===== src/rtl/eth_pad_pkg.sv =====
// Shared types and the CRC-32 byte step for the transmit auto-pad inserter.
// Assumes the reflected IEEE 802.3 CRC-32, with bytes entering LSB first.
package eth_pad_pkg;

    typedef enum logic [1:0] {
        ST_DATA = 2'd0,
        ST_PAD  = 2'd1,
        ST_FCS  = 2'd2
    } pad_state_e;

    localparam logic [31:0] CRC_INIT = 32'hFFFF_FFFF;
    localparam logic [31:0] CRC_POLY = 32'hEDB8_8320;

    // Advances a reflected CRC-32 register by one byte, LSB first.
    function automatic logic [31:0] crc32_step(input logic [31:0] crc_in,
                                               input logic [7:0]  data);
        logic [31:0] c;
        logic        fb;
        c = crc_in;
        for (int b = 0; b < 8; b++) begin
            fb = c[0] ^ data[b];
            c  = c >> 1;
            if (fb) c = c ^ CRC_POLY;
        end
        return c;
    endfunction

endpackage


===== src/rtl/eth_pad_bitcnt.sv =====
// Counts the bits a frame has placed on the wire, starting from the preamble.
// The count saturates at the pad threshold and restarts when a frame completes.
// Assumes that frame_done and byte_sent may occur in the same cycle, in which
// case the restart wins.
module eth_pad_bitcnt #(
    parameter int PREAMBLE_BITS = 64,
    parameter int THRESH_BITS   = 544,
    parameter int BYTE_BITS     = 8,
    parameter int CNT_W         = 10
) (
    input  logic             clk,
    input  logic             rst_n,
    input  logic             byte_sent,
    input  logic             frame_done,
    output logic             reach_next,
    output logic [CNT_W-1:0] bit_cnt
);

    logic [CNT_W:0] sum_next;

    // The sum after one more byte, one bit wider so that it cannot wrap.
    always_comb begin
        sum_next   = {1'b0, bit_cnt} + (CNT_W+1)'(BYTE_BITS);
        reach_next = (sum_next >= (CNT_W+1)'(THRESH_BITS));
    end

    // Bit counter: preamble preset, saturating increment per sent byte.
    always_ff @(posedge clk) begin
        if (!rst_n || frame_done)
            bit_cnt <= CNT_W'(PREAMBLE_BITS);
        else if (byte_sent)
            bit_cnt <= reach_next ? CNT_W'(THRESH_BITS) : sum_next[CNT_W-1:0];
    end

    AST_CNT_RANGE: assert property (@(posedge clk) disable iff (!rst_n)
        (bit_cnt >= CNT_W'(PREAMBLE_BITS)) && (bit_cnt <= CNT_W'(THRESH_BITS)));

endmodule


===== src/rtl/eth_pad_crc.sv =====
// CRC-32 accumulator over the data and pad bytes of one frame.
// Holds its value while the FCS bytes are sent, and reloads when a frame ends.
module eth_pad_crc
    import eth_pad_pkg::*;
(
    input  logic        clk,
    input  logic        rst_n,
    input  logic        byte_take,
    input  logic [7:0]  byte_in,
    input  logic        frame_done,
    output logic [31:0] fcs_value
);

    logic [31:0] crc_q;

    // CRC register: reload at the frame boundary, otherwise fold in each byte.
    always_ff @(posedge clk) begin
        if (!rst_n || frame_done)
            crc_q <= CRC_INIT;
        else if (byte_take)
            crc_q <= crc32_step(crc_q, byte_in);
    end

    // The transmitted FCS is the complemented register.
    always_comb fcs_value = ~crc_q;

endmodule


===== src/rtl/eth_pad_ctrl.sv =====
// Sequencer for the pad inserter: data pass-through, zero padding, FCS bytes.
// Captures the configuration only while the transmitter is disabled.
// Assumes that the input follows valid/ready rules and holds a byte it has offered.
module eth_pad_ctrl
    import eth_pad_pkg::*;
#(
    parameter int FCS_BYTES = 4,
    parameter int IDX_W     = 2
) (
    input  logic             clk,
    input  logic             rst_n,
    input  logic             tx_enable,
    input  logic             cfg_pad_en,
    input  logic             cfg_fcs_en,
    input  logic             in_valid,
    input  logic             in_last,
    input  logic             out_ready,
    input  logic             reach_next,
    output logic             in_ready,
    output logic             out_valid,
    output logic             out_last,
    output logic             byte_sent,
    output logic             frame_done,
    output pad_state_e       state,
    output logic [IDX_W-1:0] fcs_idx
);

    localparam logic [IDX_W-1:0] LAST_IDX = IDX_W'(FCS_BYTES - 1);

    pad_state_e       state_d;
    logic [IDX_W-1:0] idx_d;
    logic             pad_en_q;
    logic             fcs_en_q;
    logic             need_pad;
    logic             hs;

    // Configuration capture: reset to off, and sampled only while transmit is off.
    always_ff @(posedge clk) begin
        if (!rst_n) begin
            pad_en_q <= 1'b0;
            fcs_en_q <= 1'b0;
        end else if (!tx_enable) begin
            pad_en_q <= cfg_pad_en;
            fcs_en_q <= cfg_fcs_en;
        end
    end

    // Handshake signals and frame-end decode for the current state.
    always_comb begin
        need_pad  = pad_en_q && !reach_next;
        out_valid = (state == ST_DATA) ? in_valid : 1'b1;
        in_ready  = (state == ST_DATA) && out_ready;
        hs        = out_valid && out_ready;
        unique case (state)
            ST_DATA: out_last = in_last && !need_pad && !fcs_en_q;
            ST_FCS:  out_last = (fcs_idx == LAST_IDX);
            default: out_last = 1'b0;
        endcase
        byte_sent  = hs && (state != ST_FCS);
        frame_done = hs && out_last;
    end

    // Next state: padding takes priority over the FCS-only path at the end of data.
    always_comb begin
        state_d = state;
        idx_d   = fcs_idx;
        if (hs) begin
            unique case (state)
                ST_DATA: if (in_last) begin
                    if (need_pad)      state_d = ST_PAD;
                    else if (fcs_en_q) state_d = ST_FCS;
                end
                ST_PAD: if (reach_next) state_d = ST_FCS;
                ST_FCS: begin
                    if (fcs_idx == LAST_IDX) begin
                        state_d = ST_DATA;
                        idx_d   = '0;
                    end else begin
                        idx_d = fcs_idx + IDX_W'(1);
                    end
                end
                default: state_d = ST_DATA;
            endcase
        end
    end

    // State and FCS byte index registers.
    always_ff @(posedge clk) begin
        if (!rst_n) begin
            state   <= ST_DATA;
            fcs_idx <= '0;
        end else begin
            state   <= state_d;
            fcs_idx <= idx_d;
        end
    end

    AST_PAD_NEEDS_EN: assert property (@(posedge clk) disable iff (!rst_n)
        (state == ST_PAD) |-> pad_en_q);
    AST_NO_TAKE_OUTSIDE_DATA: assert property (@(posedge clk) disable iff (!rst_n)
        (state != ST_DATA) |-> !in_ready);
    AST_IDX_ONLY_IN_FCS: assert property (@(posedge clk) disable iff (!rst_n)
        (fcs_idx != '0) |-> (state == ST_FCS));
    AST_CFG_FROZEN: assert property (@(posedge clk) disable iff (!rst_n)
        tx_enable |=> ($stable(pad_en_q) && $stable(fcs_en_q)));

endmodule


===== src/rtl/eth_tx_padder.sv =====
// Transmit auto-pad inserter. Passes frame bytes through and appends zero pad
// bytes until the 544-bit wire count, preamble included, is reached. Then
// appends the CRC-32 FCS: always on a padded frame, otherwise only when
// FCS insertion is enabled.
// Assumes that the preamble is generated downstream but counted here.
module eth_tx_padder
    import eth_pad_pkg::*;
#(
    parameter int PREAMBLE_BITS   = 64,
    parameter int MIN_FRAME_BYTES = 64
) (
    input  logic       clk,
    input  logic       rst_n,
    input  logic       tx_enable,
    input  logic       cfg_pad_en,
    input  logic       cfg_fcs_en,
    input  logic       in_valid,
    input  logic [7:0] in_data,
    input  logic       in_last,
    output logic       in_ready,
    output logic       out_valid,
    output logic [7:0] out_data,
    output logic       out_last,
    input  logic       out_ready
);

    localparam int BYTE_BITS   = 8;
    localparam int FCS_BYTES   = 4;
    localparam int IDX_W       = $clog2(FCS_BYTES);
    localparam int THRESH_BITS = PREAMBLE_BITS + (MIN_FRAME_BYTES - FCS_BYTES) * BYTE_BITS;
    localparam int CNT_W       = $clog2(THRESH_BITS + BYTE_BITS + 1);

    pad_state_e       state;
    logic [IDX_W-1:0] fcs_idx;
    logic             reach_next;
    logic             byte_sent;
    logic             frame_done;
    logic [CNT_W-1:0] bit_cnt;
    logic [31:0]      fcs_value;

    eth_pad_ctrl #(
        .FCS_BYTES (FCS_BYTES),
        .IDX_W     (IDX_W)
    ) u_ctrl (
        .clk        (clk),
        .rst_n      (rst_n),
        .tx_enable  (tx_enable),
        .cfg_pad_en (cfg_pad_en),
        .cfg_fcs_en (cfg_fcs_en),
        .in_valid   (in_valid),
        .in_last    (in_last),
        .out_ready  (out_ready),
        .reach_next (reach_next),
        .in_ready   (in_ready),
        .out_valid  (out_valid),
        .out_last   (out_last),
        .byte_sent  (byte_sent),
        .frame_done (frame_done),
        .state      (state),
        .fcs_idx    (fcs_idx)
    );

    eth_pad_bitcnt #(
        .PREAMBLE_BITS (PREAMBLE_BITS),
        .THRESH_BITS   (THRESH_BITS),
        .BYTE_BITS     (BYTE_BITS),
        .CNT_W         (CNT_W)
    ) u_bitcnt (
        .clk        (clk),
        .rst_n      (rst_n),
        .byte_sent  (byte_sent),
        .frame_done (frame_done),
        .reach_next (reach_next),
        .bit_cnt    (bit_cnt)
    );

    eth_pad_crc u_crc (
        .clk        (clk),
        .rst_n      (rst_n),
        .byte_take  (byte_sent),
        .byte_in    (out_data),
        .frame_done (frame_done),
        .fcs_value  (fcs_value)
    );

    // Output byte select: input data, zero pad, or FCS byte (LSB first).
    always_comb begin
        unique case (state)
            ST_DATA: out_data = in_data;
            ST_PAD:  out_data = 8'h00;
            ST_FCS:  out_data = fcs_value[{fcs_idx, 3'b000} +: 8];
            default: out_data = 8'h00;
        endcase
    end

    AST_OUT_HOLD: assert property (@(posedge clk) disable iff (!rst_n)
        (out_valid && !out_ready) |=> (out_valid && $stable(out_data) && $stable(out_last)));
    AST_PAD_AT_THRESH: assert property (@(posedge clk) disable iff (!rst_n)
        (state == ST_FCS && fcs_idx == '0 && $past(state) == ST_PAD)
            |-> (bit_cnt == CNT_W'(THRESH_BITS)));

endmodule


===== config.mk =====
export PLATFORM = sky130hd
export DESIGN_NAME = eth_tx_padder
export DESIGN_NICKNAME = d
export VERILOG_FILES = /design/src/rtl/eth_pad_pkg.sv /design/src/rtl/eth_pad_bitcnt.sv /design/src/rtl/eth_pad_crc.sv /design/src/rtl/eth_pad_ctrl.sv /design/src/rtl/eth_tx_padder.sv
export SDC_FILE = /design/constraint.sdc
export NUM_CORES = 1
export LEC_CHECK = 0
export BUFFER_PORTS_ARGS = -buffer_cell sky130_fd_sc_hd__buf_2
export CORE_MARGIN = 3
export CORE_UTILIZATION = 45
export DETAILED_ROUTE_END_ITERATION = 10
export HOLD_SLACK_MARGIN = 0.15
export PLACE_DENSITY = 0.63
export SYNTH_ARGS = -nofsm -noshare
export SYNTH_HDL_FRONTEND = slang
export SYNTH_SLANG_ARGS = --single-unit
export TNS_END_PERCENT = 20

===== constraint.sdc =====
create_clock -name clk -period 4.23 [get_ports clk]
set_input_delay 0.846 -clock clk [delete_from_list [all_inputs] [get_ports clk]]
set_output_delay 0.846 -clock clk [all_outputs]
set_load 0.01 [all_outputs]

======== Yosys cells after proc, flatten, opt, wreduce, memory -nomap -nowiden ========
Cells that the tools add are included.
word-level totals
  flip-flop bits (word level) ............. 48
  bits of input ports ..................... 16
  logic and storage cells ................. 83
cells by class
  add/subtract/negate cells ............... 2
  magnitude comparators ................... 1
  equal/unequal tests ..................... 8
  shift-type cells ........................ 1
  multiplexer cells ....................... 33
  bitwise gates (word level) .............. 17
  reductions and logical operators ........ 15
operators with widths
  kind                                                                 number
  2-to-1 mux 32 bit                                                    22
  NOT 13 -> 14 bit                                                     8
  NOT 32 bit                                                           1
  indexed part select 32 x 6 -> 8 bit                                  1
  case mux 8 bit (2 select lines)                                      1
  2-to-1 mux 2 bit                                                     6
  adder 10 x 4 -> 11 bit, second input constant                        1
  greater-or-equal comparator 11 x 10 -> 1 bit, second input constant  1
  2-to-1 mux 10 bit                                                    1
  XOR 1 bit                                                            8
  logical AND 1 bit                                                    7
  case mux 2 bit (3 select lines)                                      1
  AND reduction 5 bit                                                  1
  equality test 2 bit, second input constant                           2
  zero test 1 bit                                                      4
  inequality test 2 x 1 -> 1 bit, second input constant                2
  inequality test 2 bit, second input constant                         2
  inequality test 3 x 1 -> 1 bit, second input constant                1
  adder 2 x 1 -> 2 bit, second input constant                          1
  equality test 2 x 1 -> 1 bit, second input constant                  1
  zero test 2 bit                                                      1
  case mux 1 bit (2 select lines)                                      1
  AND reduction 2 bit                                                  1
  logical OR 1 bit                                                     1
  2-to-1 mux 1 bit                                                     1

======== Longest topological paths before layout ========
  depth after elaboration ................. 37
  gate-level depth with buffers ........... 10
  mapped depth without buffers ............ 8

======== Modules after synthesis ========
From an unflattened synthesis, not the netlist that was laid out.
unflattened totals
  cells, all modules ...................... 349
  area, all modules ....................... 3340.7 sq um
modules (own cells, without submodules)
  module          instances  cells each  area each (sq um)
  eth_pad_crc     1          209         2127.0
  eth_pad_bitcnt  1          60          481.7
  eth_pad_ctrl    1          42          377.9
  eth_tx_padder   1          38          354.1

======== Least setup slack after synthesis ========
OpenSTA, ideal clock, no wires.
  kind .................................... input-to-reg
  from .................................... in in_data[2]
  to ...................................... reg u_crc.crc_q[16]
  setup time .............................. 0.122 ns
  arrival ................................. 2.717 ns
  data required time ...................... 4.108 ns
  path slack .............................. 1.391 ns
  stages on the path ...................... 6
  cell sequence ........................... or2_2 o211ai_1 a2bb2oi_2 xnor3_1 or4_1 o311a_1
between the ends
  cells in the longest elaborated chain, start to end .. 20
RTL lines
  item                                 RTL line             RTL
  from (decl)                          eth_tx_padder.sv:18  input logic [7:0] in_data,
  case mux 8 bit (2 select lines) (*)  eth_tx_padder.sv:88  unique case (state)
  XOR 1 bit (*)                        eth_pad_pkg.sv:21    fb = c[0] ^ data[b];
  2-to-1 mux 32 bit (*)                eth_pad_pkg.sv:23    if (fb) c = c ^ CRC_POLY;
  2-to-1 mux 32 bit (*)                eth_pad_crc.sv:20    else if (byte_take)
  2-to-1 mux 32 bit (*)                eth_pad_crc.sv:18    if (!rst_n || frame_done)
  NOT 13 -> 14 bit (no source line)    n/a
  2-to-1 mux 32 bit (*)                eth_pad_pkg.sv:23
  2-to-1 mux 32 bit (*)                eth_pad_crc.sv:20
  (+4 left out)                        n/a
  2-to-1 mux 32 bit (*)                eth_pad_crc.sv:18
  2-to-1 mux 32 bit (*)                eth_pad_pkg.sv:23
  2-to-1 mux 32 bit (*)                eth_pad_crc.sv:20
  2-to-1 mux 32 bit (*)                eth_pad_crc.sv:18
  2-to-1 mux 32 bit (*)                eth_pad_pkg.sv:23
  2-to-1 mux 32 bit (*)                eth_pad_crc.sv:20
  2-to-1 mux 32 bit (*)                eth_pad_crc.sv:18
  2-to-1 mux 32 bit (*)                eth_pad_pkg.sv:23
  to (signal assigned)                 eth_pad_crc.sv:21    crc_q <= crc32_step(crc_q, byte_in);
  to (decl)                            eth_pad_crc.sv:14    logic [31:0] crc_q;
Mark *: on every way between the ends. The rest lies on a longest branch, timed or not. The select of a mux whose other input is x is not followed.
A chain may end at the register's enable or synchronous reset.

======== Final worst setup path ========
  from .................................... reg u_bitcnt.bit_cnt[3]
  to ...................................... out out_last
between the ends
  cells in the longest elaborated chain, start to end .. 8
RTL lines
  item                                          RTL line              RTL
  from (decl)                                   eth_pad_bitcnt.sv:16  output logic [CNT_W-1:0] bit_cnt
  from (signal assigned)                        eth_pad_bitcnt.sv:30  bit_cnt <= CNT_W'(PREAMBLE_BITS);
  from (signal assigned)                        eth_pad_bitcnt.sv:32  bit_cnt <= reach_next ? CNT_W'(THRESH_BITS) : sum_next[CNT_W-1:0];
  adder 10 x 4 -> 11 bit                        eth_pad_bitcnt.sv:23  sum_next = {1'b0, bit_cnt} + (CNT_W+1)'(BYTE_BITS);
  greater-or-equal comparator 11 x 10 -> 1 bit  eth_pad_bitcnt.sv:24  reach_next = (sum_next >= (CNT_W+1)'(THRESH_BITS));
  zero test 1 bit                               eth_pad_ctrl.sv:50    need_pad = pad_en_q && !reach_next;
  logical AND 1 bit                             eth_pad_ctrl.sv:50
  zero test 1 bit                               eth_pad_ctrl.sv:55    ST_DATA: out_last = in_last && !need_pad && !fcs_en_q;
  logical AND 1 bit (2 in series)               eth_pad_ctrl.sv:55
  case mux 1 bit (2 select lines)               eth_pad_ctrl.sv:54    unique case (state)
  to (decl)                                     eth_tx_padder.sv:23   output logic out_last,
Every way passes these cells.

==> results.md <==
- Status: complete, no violations
- Busiest layer in global routing: met2
- Bufs and invs on worst path: 1
- Avg Inst Size Synth: 8.65 um^2
- Post-Syn Nets: 378
- Clock network power share: 21.5%
- Post_cts resized: 0
- Share of cells above drive strength 1: 15.6%
- Die H: slightly below 90 um
- Power Total: 1.34 mW
- Final min period: 3.20 ns
- WL final: 7400 um
- Post-synthesis sequential area ratio: 28.9%
- Worst hold slack: 0.512 ns
- Commonest non-fill, non-tap cells in the layout: 45 x nand2_1, 45 x dfxtp_1, 34 x xnor2_1
- H-tree depth: 2
- Multi-input logic area: 2080 um^2
- Yosys top cell area share: 28.9%
- GR Util met3: 3.41%
- CP peak stage delay: 0.40 ns
- Via count: ~2.5k
- CP Cell Sequence: ha_1, and3_1, o2111ai_1, o211a_1, or2_2, o211ai_1, a21oi_1, buf_2
- Arrival @ worst endpoint: 2.35 ns
- Final instance area: 3390 um^2
- Max-slew violation count: 0
- Slowest CP cell: dfxtp_1
- Post-CTS Setup Bufs: 0
- Net Sw Frac: 35.6%
- Fin nets: 394
- Period utilisation layout: 75.6%
- Crit. End Element: primary output
- CTS Sinks: 45
- Post-CTS Hold Buffers: 0
- Yosys warns: 0
- Synth Instances: 360
- CTS tree: done
- Synth Cell Area: 3110 um^2
- Diodes inserted: 0
- I/O Buffers: 26
- First-pass GRT wire length: 12100 um
- # IOs: 27
- Worst-Skew Late Latency: 0.30 ns
- PwrDens: between 300 and 400 nW/um^2
- RSZ-0062 raised after global routing: false
- Final hold viol count: 0
- Met2 Use GR: 29.6%
- Ys async rst share: 0%
- Initial DRC count: 138
- Clk buf depth: 2
- CP Class: flip-flop to primary output
- Vias in the first global route: 2277
- Startpoint type of the worst setup path: flip-flop
- Antenna Nets Post-Route: 0
- Hpwl dp: around 5300 um
- Number of synthesized flops with an enable pin: 0
- Sequential power share: 37.4%
- Max-Cap Viols: 0
- Comb power frac: 41.1%
- Area leader, netlist: dfxtp_1
- Skew final: 0.00756 ns
- Fmax: about 0.31 GHz
- Max IR drop VDD: 0.137 mV
- Switch Pwr: 0.477 mW
- Final GP Congestion: 0.845
- Site Rows: 29
- Global Route met1 Usage: 28.7%
- Die area: 7950 um^2
- Inserted Clock Buffers: 5
- Syn-to-layout area delta: 9.04%
- Synth unique cells: 50
- DR vias/cell: 5.61
- DR pass1 iterations: 4
- Top Family by Delay on Critical Path: compound AO/OA/AOI/OAI gates
- Fill cell count: between 600 and 700
- Static Leak: 1.40 nW
- Remaining DRCs: 0
- Core area: about 6500 um^2
- Synth Register Bits: 45
- Global route overflow: 0
- Int Power: 0.863 mW
- Relative max-transition margin: between 40% and 50%
- Die Wd: approximately 89 um
- CTS Root Cell: clkbuf_8
- Synth top area cells: dfxtp_1 29%, xnor2_1 9.6%, o211ai_1 8.0%
- Final setup fails: 0
- Dpl cell area: 3300 um^2
- Register area: 901 um^2
- Worst-Margin Slew: 0.891 ns
- Largest net degree at the start of global routing: 60
- Ys flop type: dfxtp_1
- CP Data Required Time: 3.38 ns
- Starting Density: 47.7%
- Final TNS setup: 0 ns
- Total global-route track usage: between 10% and 20%
- Reg clk slew, reported paths: 0.08 ns
- Routed WL per cell: between 15 and 20 um
- Crit-path max FO: 9
- Hold WC Path Type: flip-flop to flip-flop
- Initial antenna violation count: 0
==> synthesized netlist by cell type, types with 3 or more instances <==
cell type and n:
a21oi_1 15, a22oi_1 4, a2bb2oi_2 4, and2_1 3
buf_2 5, clkbuf_1 16, dfxtp_1 45, inv_1 9
mux2i_1 10, nand2_1 45, nand4b_1 5, nor2_1 21
nor2b_1 15, o2111ai_1 5, o211ai_1 33, o21a_1 3
o21ai_0 19, or2_2 5, or3_1 4, xnor2_1 34
xnor2_2 3, xnor3_1 4, xor2_1 20
==> worst register-to-register path, cell delays in order, from the launching register on <==
cell       delay (ns)
dfxtp_1          0.59
nand2_1          0.33
o211ai_1         0.34
a2bb2oi_2        0.56
xnor3_1          0.58
or4_1            0.42
o311a_1          0.13
==> state kept, by name (all words and copies together), names as in the netlist <==
signal            flops
u_crc.crc_q          32
u_ctrl.state          2
u_ctrl.pad_en_q       1
u_ctrl.fcs_en_q       1
u_ctrl.fcs_idx        2
u_bitcnt.bit_cnt      7
==> routing by layer <==
metal | wire [um] | vias to the layer above | part of all wire, %
met5 | 0 | - | 0
met4 | 65 | 0 | 0.88
met3 | 184 | 4 | 2.5
met2 | 3380 | 43 | 46
met1 | 3770 | 1190 | 51
li1 | - | 1312 | -
==> power groups by stage <==
stage                     Clock [mW]  Combinational, mW  Sequential [mW]
final                          0.288              0.551            0.501
after global placement             0              0.550            0.510
after floorplan                    0              0.450            0.498
after global routing           0.316              0.601            0.507
after detailed placement           0              0.550            0.511
after CTS                      0.298              0.554            0.501
==> logic make-up (layout without fill, tap and decap cells) <==
| logic type | Yosys count | count (layout) | synth area share, % |
|---|---|---|---|
| AO/OA/AOI/OAI | 97 | 97 | 23.0 |
| flip-flops | 45 | 45 | 28.9 |
| XOR/XNOR | 63 | 63 | 21.2 |
| multiplexers | 12 | 12 | 4.78 |
| buffers and inverters | 33 | 50 | 4.46 |
| AND/OR/NAND/NOR | 108 | 108 | 16.8 |
| adder cells (fa/ha/maj) | 2 | 2 | 0.804 |
==> area by class of cell <==
| class | count | area share, % |
|---|---|---|
| Sequential cell | 45 | 26.5 |
| Clock inverter | 2 | 0.405 |
| Timing Repair Buffer | 33 | 5.38 |
| Tap cell | 77 | 2.84 |
| Inverter | 9 | 0.995 |
| Clock buffer | 6 | 2.43 |
| Multi-Input combinational cell | 282 | 61.4 |
==> per-stage QoR <==
stage          setup WS (ns)  cells  utilization [%]
3_5_place_dp            1.07    446             50.5
2_1_floorplan           1.39    360                -
4_1_cts                 1.02    454             52.0
5_1_grt                0.831    454             52.0
6_report                1.03    454             52.0
3_3_place_gp            1.13    446             50.5
==> final timing paths <==
check / startpoint / to / slack [ns] / depth (start not counted)
max: u_bitcnt.bit_cnt[3] / out_last / 1.03 / 8
min: u_crc.crc_q[6] / u_crc.crc_q[6] / 0.51 / 2
max reg2reg: u_ctrl.fcs_idx[1] / u_crc.crc_q[16] / 1.18 / 6
min reg2reg: u_crc.crc_q[6] / u_crc.crc_q[6] / 0.51 / 2
(Power assumes the default switching activity.)
